$ cat src/rtl/cf_pkg.sv
package cf_pkg;
   typedef enum logic [1:0] {
      CF_IDLE = 2'd0,
      CF_RING = 2'd1,
      CF_IND  = 2'd2
   } cf_state_e;
endpackage

$ cat src/rtl/cf_wp_track.sv
// Holds the producer write index and the largest index ever written.
module cf_wp_track #(
   parameter int IDX_W = 27
) (
   input  logic             clk,
   input  logic             rst_n,
   input  logic             wr,
   input  logic [IDX_W-1:0] val,
   output logic [IDX_W-1:0] wp_q,
   output logic [IDX_W-1:0] wp_hi
);
   always_ff @(posedge clk or negedge rst_n) begin
      if (!rst_n) begin
         wp_q  <= '0;
         wp_hi <= '0;
      end else if (wr) begin
         wp_q <= val;
         if (val > wp_hi) wp_hi <= val;
      end
   end
endmodule

$ cat src/rtl/cf_addr_gen.sv
// Word address builder: low part is start + 4*offset, high part from the ring base.
module cf_addr_gen #(
   parameter int HI_W  = 3,
   parameter int OFF_W = 27
) (
   input  logic [31:0]         ring_base,
   input  logic [31-HI_W:0]    start_lo,
   input  logic [OFF_W-1:0]    word_off,
   output logic [31:0]         addr
);
   localparam int LO_W = 32 - HI_W;
   logic [LO_W-1:0] lo_sum;

   assign lo_sum = start_lo + LO_W'({word_off, 2'b00});

   generate
      if (HI_W > 0) begin : g_keep_hi
         assign addr = {ring_base[31 -: HI_W], lo_sum};
      end else begin : g_flat
         assign addr = lo_sum;
      end
   endgenerate
endmodule

$ cat src/rtl/cf_out_hold.sv
// Single output word register with flush, valid/ready handshake.
module cf_out_hold #(
   parameter int DW = 32
) (
   input  logic          clk,
   input  logic          rst_n,
   input  logic          load,
   input  logic [DW-1:0] din,
   input  logic          flush,
   input  logic          ready,
   output logic          valid,
   output logic [DW-1:0] data
);
   always_ff @(posedge clk or negedge rst_n) begin
      if (!rst_n) begin
         valid <= 1'b0;
         data  <= '0;
      end else if (flush) begin
         valid <= 1'b0;
      end else if (load) begin
         valid <= 1'b1;
         data  <= din;
      end else if (valid && ready) begin
         valid <= 1'b0;
      end
   end
endmodule

$ cat src/rtl/cf_ring_fetch.sv
module cf_ring_fetch #(
   parameter int IDX_W  = 27,
   parameter int CODE_W = 5,
   parameter int LEN_W  = 16,
   parameter int HI_W   = 3
) (
   input  logic              clk,
   input  logic              rst_n,
   input  logic [31:0]       ring_base,
   input  logic [CODE_W-1:0] size_code,
   input  logic              wp_wr,
   input  logic [IDX_W-1:0]  wp_idx,
   output logic [IDX_W-1:0]  rd_idx,
   output logic [IDX_W-1:0]  wp_max,
   input  logic              ib_go,
   input  logic [31-HI_W:0]  ib_addr,
   input  logic [LEN_W-1:0]  ib_words,
   output logic              mem_req_valid,
   input  logic              mem_req_ready,
   output logic [31:0]       mem_req_addr,
   input  logic              mem_rsp_valid,
   input  logic [31:0]       mem_rsp_data,
   output logic              cmd_valid,
   input  logic              cmd_ready,
   output logic [31:0]       cmd_data,
   output logic              busy
);
   import cf_pkg::*;

   localparam int LO_W  = 32 - HI_W;
   localparam int OFF_W = (IDX_W > LEN_W) ? IDX_W : LEN_W;

   generate
      if (IDX_W + 2 > LO_W) begin : g_bad_idx
         $error("cf_ring_fetch: IDX_W too wide for the low address field");
      end
      if (HI_W < 0 || HI_W > 8) begin : g_bad_hi
         $error("cf_ring_fetch: HI_W out of range");
      end
      if (LEN_W < 1 || LEN_W > LO_W) begin : g_bad_len
         $error("cf_ring_fetch: LEN_W out of range");
      end
   endgenerate

   cf_state_e        state;
   logic [IDX_W-1:0] ring_mask, wp_q, wp_lim;
   logic [IDX_W-1:0] fch_idx, acc_idx, end_idx, rd_q;
   logic [IDX_W-1:0] fch_inc, acc_inc, acc_nxt;
   logic [LO_W-1:0]  ib_base;
   logic [LEN_W-1:0] ib_len, ib_fch, ib_acc, ib_acc_nxt;
   logic             pend, drop;
   logic             hs, issue, req_fire, ib_take, ld;
   logic [LO_W-1:0]  start_lo;
   logic [OFF_W-1:0] word_off;

   // Ring size from the code: 2^(IDX_W - code) words
   assign ring_mask = {IDX_W{1'b1}} >> size_code;
   assign wp_lim    = wp_q & ring_mask;

   cf_wp_track #(.IDX_W(IDX_W)) u_wp (
      .clk(clk), .rst_n(rst_n), .wr(wp_wr), .val(wp_idx),
      .wp_q(wp_q), .wp_hi(wp_max)
   );

   assign hs       = cmd_valid && cmd_ready;
   assign fch_inc  = (fch_idx + 1'b1) & ring_mask;
   assign acc_inc  = (acc_idx + 1'b1) & ring_mask;
   assign acc_nxt  = hs ? acc_inc : acc_idx;
   assign ib_acc_nxt = hs ? ib_acc + 1'b1 : ib_acc;
   assign ib_take  = ib_go && (state == CF_RING);

   always_comb begin
      issue = 1'b0;
      if (!pend && !cmd_valid) begin
         if (state == CF_RING)     issue = (fch_idx != end_idx) && !ib_go;
         else if (state == CF_IND) issue = (ib_fch != ib_len);
      end
   end

   assign req_fire      = issue && mem_req_ready;
   assign mem_req_valid = issue;
   assign start_lo      = (state == CF_IND) ? ib_base : ring_base[LO_W-1:0];
   assign word_off      = (state == CF_IND) ? OFF_W'(ib_fch) : OFF_W'(fch_idx);

   cf_addr_gen #(.HI_W(HI_W), .OFF_W(OFF_W)) u_addr (
      .ring_base(ring_base), .start_lo(start_lo), .word_off(word_off),
      .addr(mem_req_addr)
   );

   assign ld = mem_rsp_valid && pend && !drop && !ib_take;

   cf_out_hold #(.DW(32)) u_out (
      .clk(clk), .rst_n(rst_n), .load(ld), .din(mem_rsp_data),
      .flush(ib_take), .ready(cmd_ready), .valid(cmd_valid), .data(cmd_data)
   );

   always_ff @(posedge clk or negedge rst_n) begin
      if (!rst_n) begin
         state   <= CF_IDLE;
         fch_idx <= '0;
         acc_idx <= '0;
         end_idx <= '0;
         rd_q    <= '0;
         ib_base <= '0;
         ib_len  <= '0;
         ib_fch  <= '0;
         ib_acc  <= '0;
         pend    <= 1'b0;
         drop    <= 1'b0;
      end else begin
         if (req_fire)           pend <= 1'b1;
         else if (mem_rsp_valid) pend <= 1'b0;

         if (ib_take)            drop <= (pend && !mem_rsp_valid) || req_fire;
         else if (mem_rsp_valid) drop <= 1'b0;

         case (state)
            CF_IDLE: begin
               if (rd_q != wp_lim) begin
                  state   <= CF_RING;
                  fch_idx <= rd_q;
                  acc_idx <= rd_q;
                  end_idx <= wp_lim;
               end
            end
            CF_RING: begin
               if (req_fire) fch_idx <= fch_inc;
               if (hs)       acc_idx <= acc_inc;
               if (ib_take) begin
                  state   <= CF_IND;
                  ib_base <= ib_addr;
                  ib_len  <= ib_words;
                  ib_fch  <= '0;
                  ib_acc  <= '0;
               end else if (acc_nxt == end_idx) begin
                  state <= CF_IDLE;
                  rd_q  <= end_idx;
               end
            end
            CF_IND: begin
               if (req_fire) ib_fch <= ib_fch + 1'b1;
               if (hs)       ib_acc <= ib_acc + 1'b1;
               if (ib_acc_nxt == ib_len) begin
                  state   <= CF_RING;
                  fch_idx <= acc_idx;
               end
            end
            default: state <= CF_IDLE;
         endcase
      end
   end

   assign rd_idx = rd_q;
   assign busy   = (state != CF_IDLE);
endmodule

$ cat config.mk
export PLATFORM = sky130hd
export DESIGN_NAME = cf_ring_fetch
export DESIGN_NICKNAME = d
export VERILOG_FILES = /design/src/rtl/cf_pkg.sv /design/src/rtl/cf_wp_track.sv /design/src/rtl/cf_addr_gen.sv /design/src/rtl/cf_out_hold.sv /design/src/rtl/cf_ring_fetch.sv
export SDC_FILE = /design/constraint.sdc
export NUM_CORES = 1
export LEC_CHECK = 0
export CORE_UTILIZATION = 38
export CTS_CLUSTER_SIZE = 14
export DETAILED_ROUTE_END_ITERATION = 10
export DONT_BUFFER_PORTS = 1
export PLACE_DENSITY_LB_ADDON = 0.3
export SYNTH_ARGS = -nofsm -noshare
export SYNTH_HDL_FRONTEND = slang
export SYNTH_SLANG_ARGS = --single-unit
$ cat constraint.sdc
create_clock -name clk -period 4.1 [get_ports clk]
set_input_delay 0.41 -clock clk [delete_from_list [all_inputs] [get_ports clk]]
set_output_delay 0.41 -clock clk [all_outputs]
set_load 0.02 [all_outputs]
==> qor.csv <==
stage,metric,value,unit
floorplan,Ports,269,
setup_path,CP startpoint kind,flop,
route,1st-pass router iterations,5,
setup_path,critical-path cell list,inv_2 > ha_4 > buf_12 > clkbuf_16 > mux2_2 > ha_1 > nand3_1 > a21oi_2 > a211oi_1 > buf_4 > o211ai_1 > a31oi_2 > a21oi_2 > a21oi_1 > o21bai_1 > xnor2_2 > buf_4,
setup_path,crit path max fanout,7,
final_layout,Final Cell Area,21500,um^2
pwr,net switching power of the design,7.20,mW
yosys,Post-synth EDFFs,0,
route,post-route ant nets,0,
yosys,sequential share of the synthesized area,37.9,%
pwr,leakage,9.09,nW
pwr,total power,16.1,mW
clock_network,Clock Latency Late Sink,0.55,ns
place,routability cong.,0.942,
sta,crit path time final,4.36,ns
sta,Max Clk Rate,0.229,GHz
floorplan,Die Area,48900,um^2
clock_network,Sink Count,276,
clock_network,H-tree Lvls,2,
setup_path,critical path's largest stage delay,0.39,ns
yosys,Synth Cell Area,18200,um^2
pwr,switching share of total power,44.6,%
global_routing,pin count of the biggest net entering global routing,277,
sta,Relative slew margins,16.4,%
setup_path,crit path DAT,3.95,ns
global_routing,vias in the first global route,15300,
sta,skew final,0.0326,ns
floorplan,die width,221,um
sta,Tcrit/Tclk final,106,%
pwr,Power Internal,8.95,mW
route,routed length per placed instance,23.1,um
sta,final setup vio count,8,
yosys,post-synth top area share,37.9,%
place,Placed Area,19100,um^2
place,I/O Buffers,0,
final_layout,Syn-to-layout area delta,17.7,%
yosys,Cells after Synth,1937,
global_routing,Global Route Usage Sum,24.3,%
setup_path,Setup CP Type,reg2out,
route,routed vias,15700,
clock_network,CTS max path bufs,3,
pwr,"IR drop worst, VDD",0.000430,V
global_routing,antenna violations before repair,0,
floorplan,FP Rows,79,
final_layout,"commonest non-fill, non-tap cells in the layout","dfrtp_1 (276), mux2_2 (177), nand2_1 (173)",
floorplan,Die Ht,221,um
setup_path,CP Capture Type,output port,
global_routing,first-pass GRT wire length,92.0,mm
clock_network,cts bufs inserted,34,
place,DP Wirelength,44.0,mm
floorplan,Starting Density,38.9,%
sta,RSZ-0062 raised after global routing,true,
clock_network,Root Driver,clkbuf_16,
yosys,Synth area leaders,"dfrtp_1 (38%), mux2_2 (12%), ha_1 (4.2%)",
pwr,Clk network pwr share,18.7,%
yosys,post-synth top area cell,dfrtp_1,
pwr,Comb pwr share,49.9,%
route,Post-Route WL,60.5,mm
final_layout,n_diodes,0,
yosys,syn nets,2147,
global_routing,total grt overflow,0,
yosys,Main synth FF type,dfrtp_1,
setup_path,CP required,3.69,ns
clock_network,Clock Pin Slew Worst Setup and Hold Paths,0.06,ns
sta,Fin. Hold Viols,276,
sta,setup TNS,-0.845,ns
sta,WHS,-0.443,ns
clock_network,post-cts hold buffer count,65,
sta,final slew viol count,0,
min_path,worst min path class,in2async,
floorplan,Core ar.,47000,um^2
yosys,Post-synth ARST share,100,%
final_layout,utilization after layout,45.7,%
route,DRC Markers,0,
yosys,synthesis warning total,0,
pwr,PD cells,752,nW/um^2
yosys,mean area per synthesized cell,9.42,um^2
run_status,outcome,finished with violations,
run,max_cap viols,0,
setup_path,Crit-path slowest cell,dfrtp_1,
clock_network,CTS tree,done,
route,Vias per Instance,5.97,
final_layout,layout net count,2205,
route,Initial DRC Count,1570,
final_layout,share of layout cells above drive strength 1,20.9,%
sta,Final WS setup,-0.263,ns
run_status,violated checks,"negative hold slack, negative setup slack",
sta,Tightest Pin Transition,1.25,ns
final_layout,"commonest non-fill, non-tap cell in the layout",dfrtp_1,
pwr,part of the power in registers,31.4,%
yosys,Yosys reg bits,276,
yosys,synth unique cells,89,
logic make-up after synthesis:
logic type               synth area share, %
AO/OA/AOI/OAI                           16.4
XOR/XNOR                                7.18
adder cells (fa/ha/maj)                 4.29
buffers and inverters                   4.65
flip-flops                              37.9
multiplexers                            13.3
AND/OR/NAND/NOR                         16.3
final cells by class:
class,count,area (um^2)
sequential,276,6910
fill,4425,25500
clock buffer,47,940
inverter,66,250
timing repair buffer,161,1520
clock inverter,12,156
multi-input combinational,1456,10900
tap,607,759
per-stage QoR:
step                      cells  setup slack, ns
after detailed placement   2479          -0.0145
final                      2625           -0.263
after global placement     2479          0.00174
after global routing       2625           -0.491
after CTS                  2613           -0.345
after floorplan            1937          0.00599
power by group through the flow:
| stage | registers [mW] | logic [mW] | clock network (mW) |
|---|---|---|---|
| 6_report | 5.07 | 8.05 | 3.02 |
| 5_1_grt | 5.17 | 8.72 | 3.19 |
| 4_1_cts | 5.05 | 7.58 | 3.11 |
| 3_5_place_dp | 5.09 | 7.17 | 0 |
| 3_3_place_gp | 5.08 | 7.04 | 0 |
| 2_1_floorplan | 4.51 | 5.49 | 0 |
cell usage after synthesis (15+ instances only):
| cell | count |
|---|---|
| nor4_1 | 19 |
| nand3_1 | 70 |
| inv_1 | 65 |
| nand4_1 | 47 |
| nand2_1 | 176 |
| nor2b_1 | 21 |
| a211oi_1 | 15 |
| a21oi_1 | 89 |
| mux2_2 | 187 |
| a31oi_1 | 20 |
| buf_1 | 15 |
| xnor2_1 | 80 |
| a21o_1 | 29 |
| and3_1 | 26 |
| o21ai_0 | 134 |
| nor2_1 | 100 |
| buf_2 | 28 |
| clkbuf_1 | 85 |
| ha_1 | 61 |
| mux2_4 | 16 |
| o211ai_1 | 22 |
| dfrtp_1 | 276 |
| o31ai_1 | 16 |
| nor3_1 | 31 |
| xor2_1 | 67 |
worst max-delay path: cells and delay by family (launching register included):
kind	cells	cell delay, ns
DFF	1	0.39
muxes	1	0.33
and+or+nand+nor	1	0.13
buffers and inverters	5	0.67
xor gates and xnor gates	1	0.13
adders and majority gates	2	0.48
AOI/OAI and AO/OA	7	1.25
path summary, 6_finish.rpt:
check | startpoint | end | slack (ns) | depth (start not counted)
worst max-delay path | state[0] | mem_req_addr[28] | -0.26 | 17
worst min-delay path | rst_n | ib_len[10] | -0.44 | 0
worst max register to register | u_out.valid | rd_idx[21] | 0.18 | 10
worst min register to register | ib_base[26] | ib_base[26] | 0.50 | 1
max in group asynchronous | rst_n | ib_base[26] | 3.89 | 0
min in group clk | ib_words[8] | ib_len[8] | 0.02 | 1
layer usage:
metal  share of wire, %  track usage [%]
met1                 43             33.1
met4                3.4             9.27
met2                 44             36.7
met5                  0                0
met3                9.7             6.51
registers in the layout (all words and copies together), names as in the netlist, 2 cells and up:
name        flops
u_out.data     32
ib_base        29
acc_idx        27
end_idx        27
fch_idx        27
rd_idx         27
u_wp.wp_hi     27
u_wp.wp_q      27
ib_acc         16
ib_fch         16
ib_len         16
state           2
timing repair:
item | in CTS | in global routing
pin swaps | 14 | 20
hold endpoints to repair | 366 | 276
endpoints found under the setup margin | 14 | 15
gates resized for setup | 34 | 42
buffers inserted | 9 | 11
cloned | 1 | 1
Power figures use the tool's default switching activity.
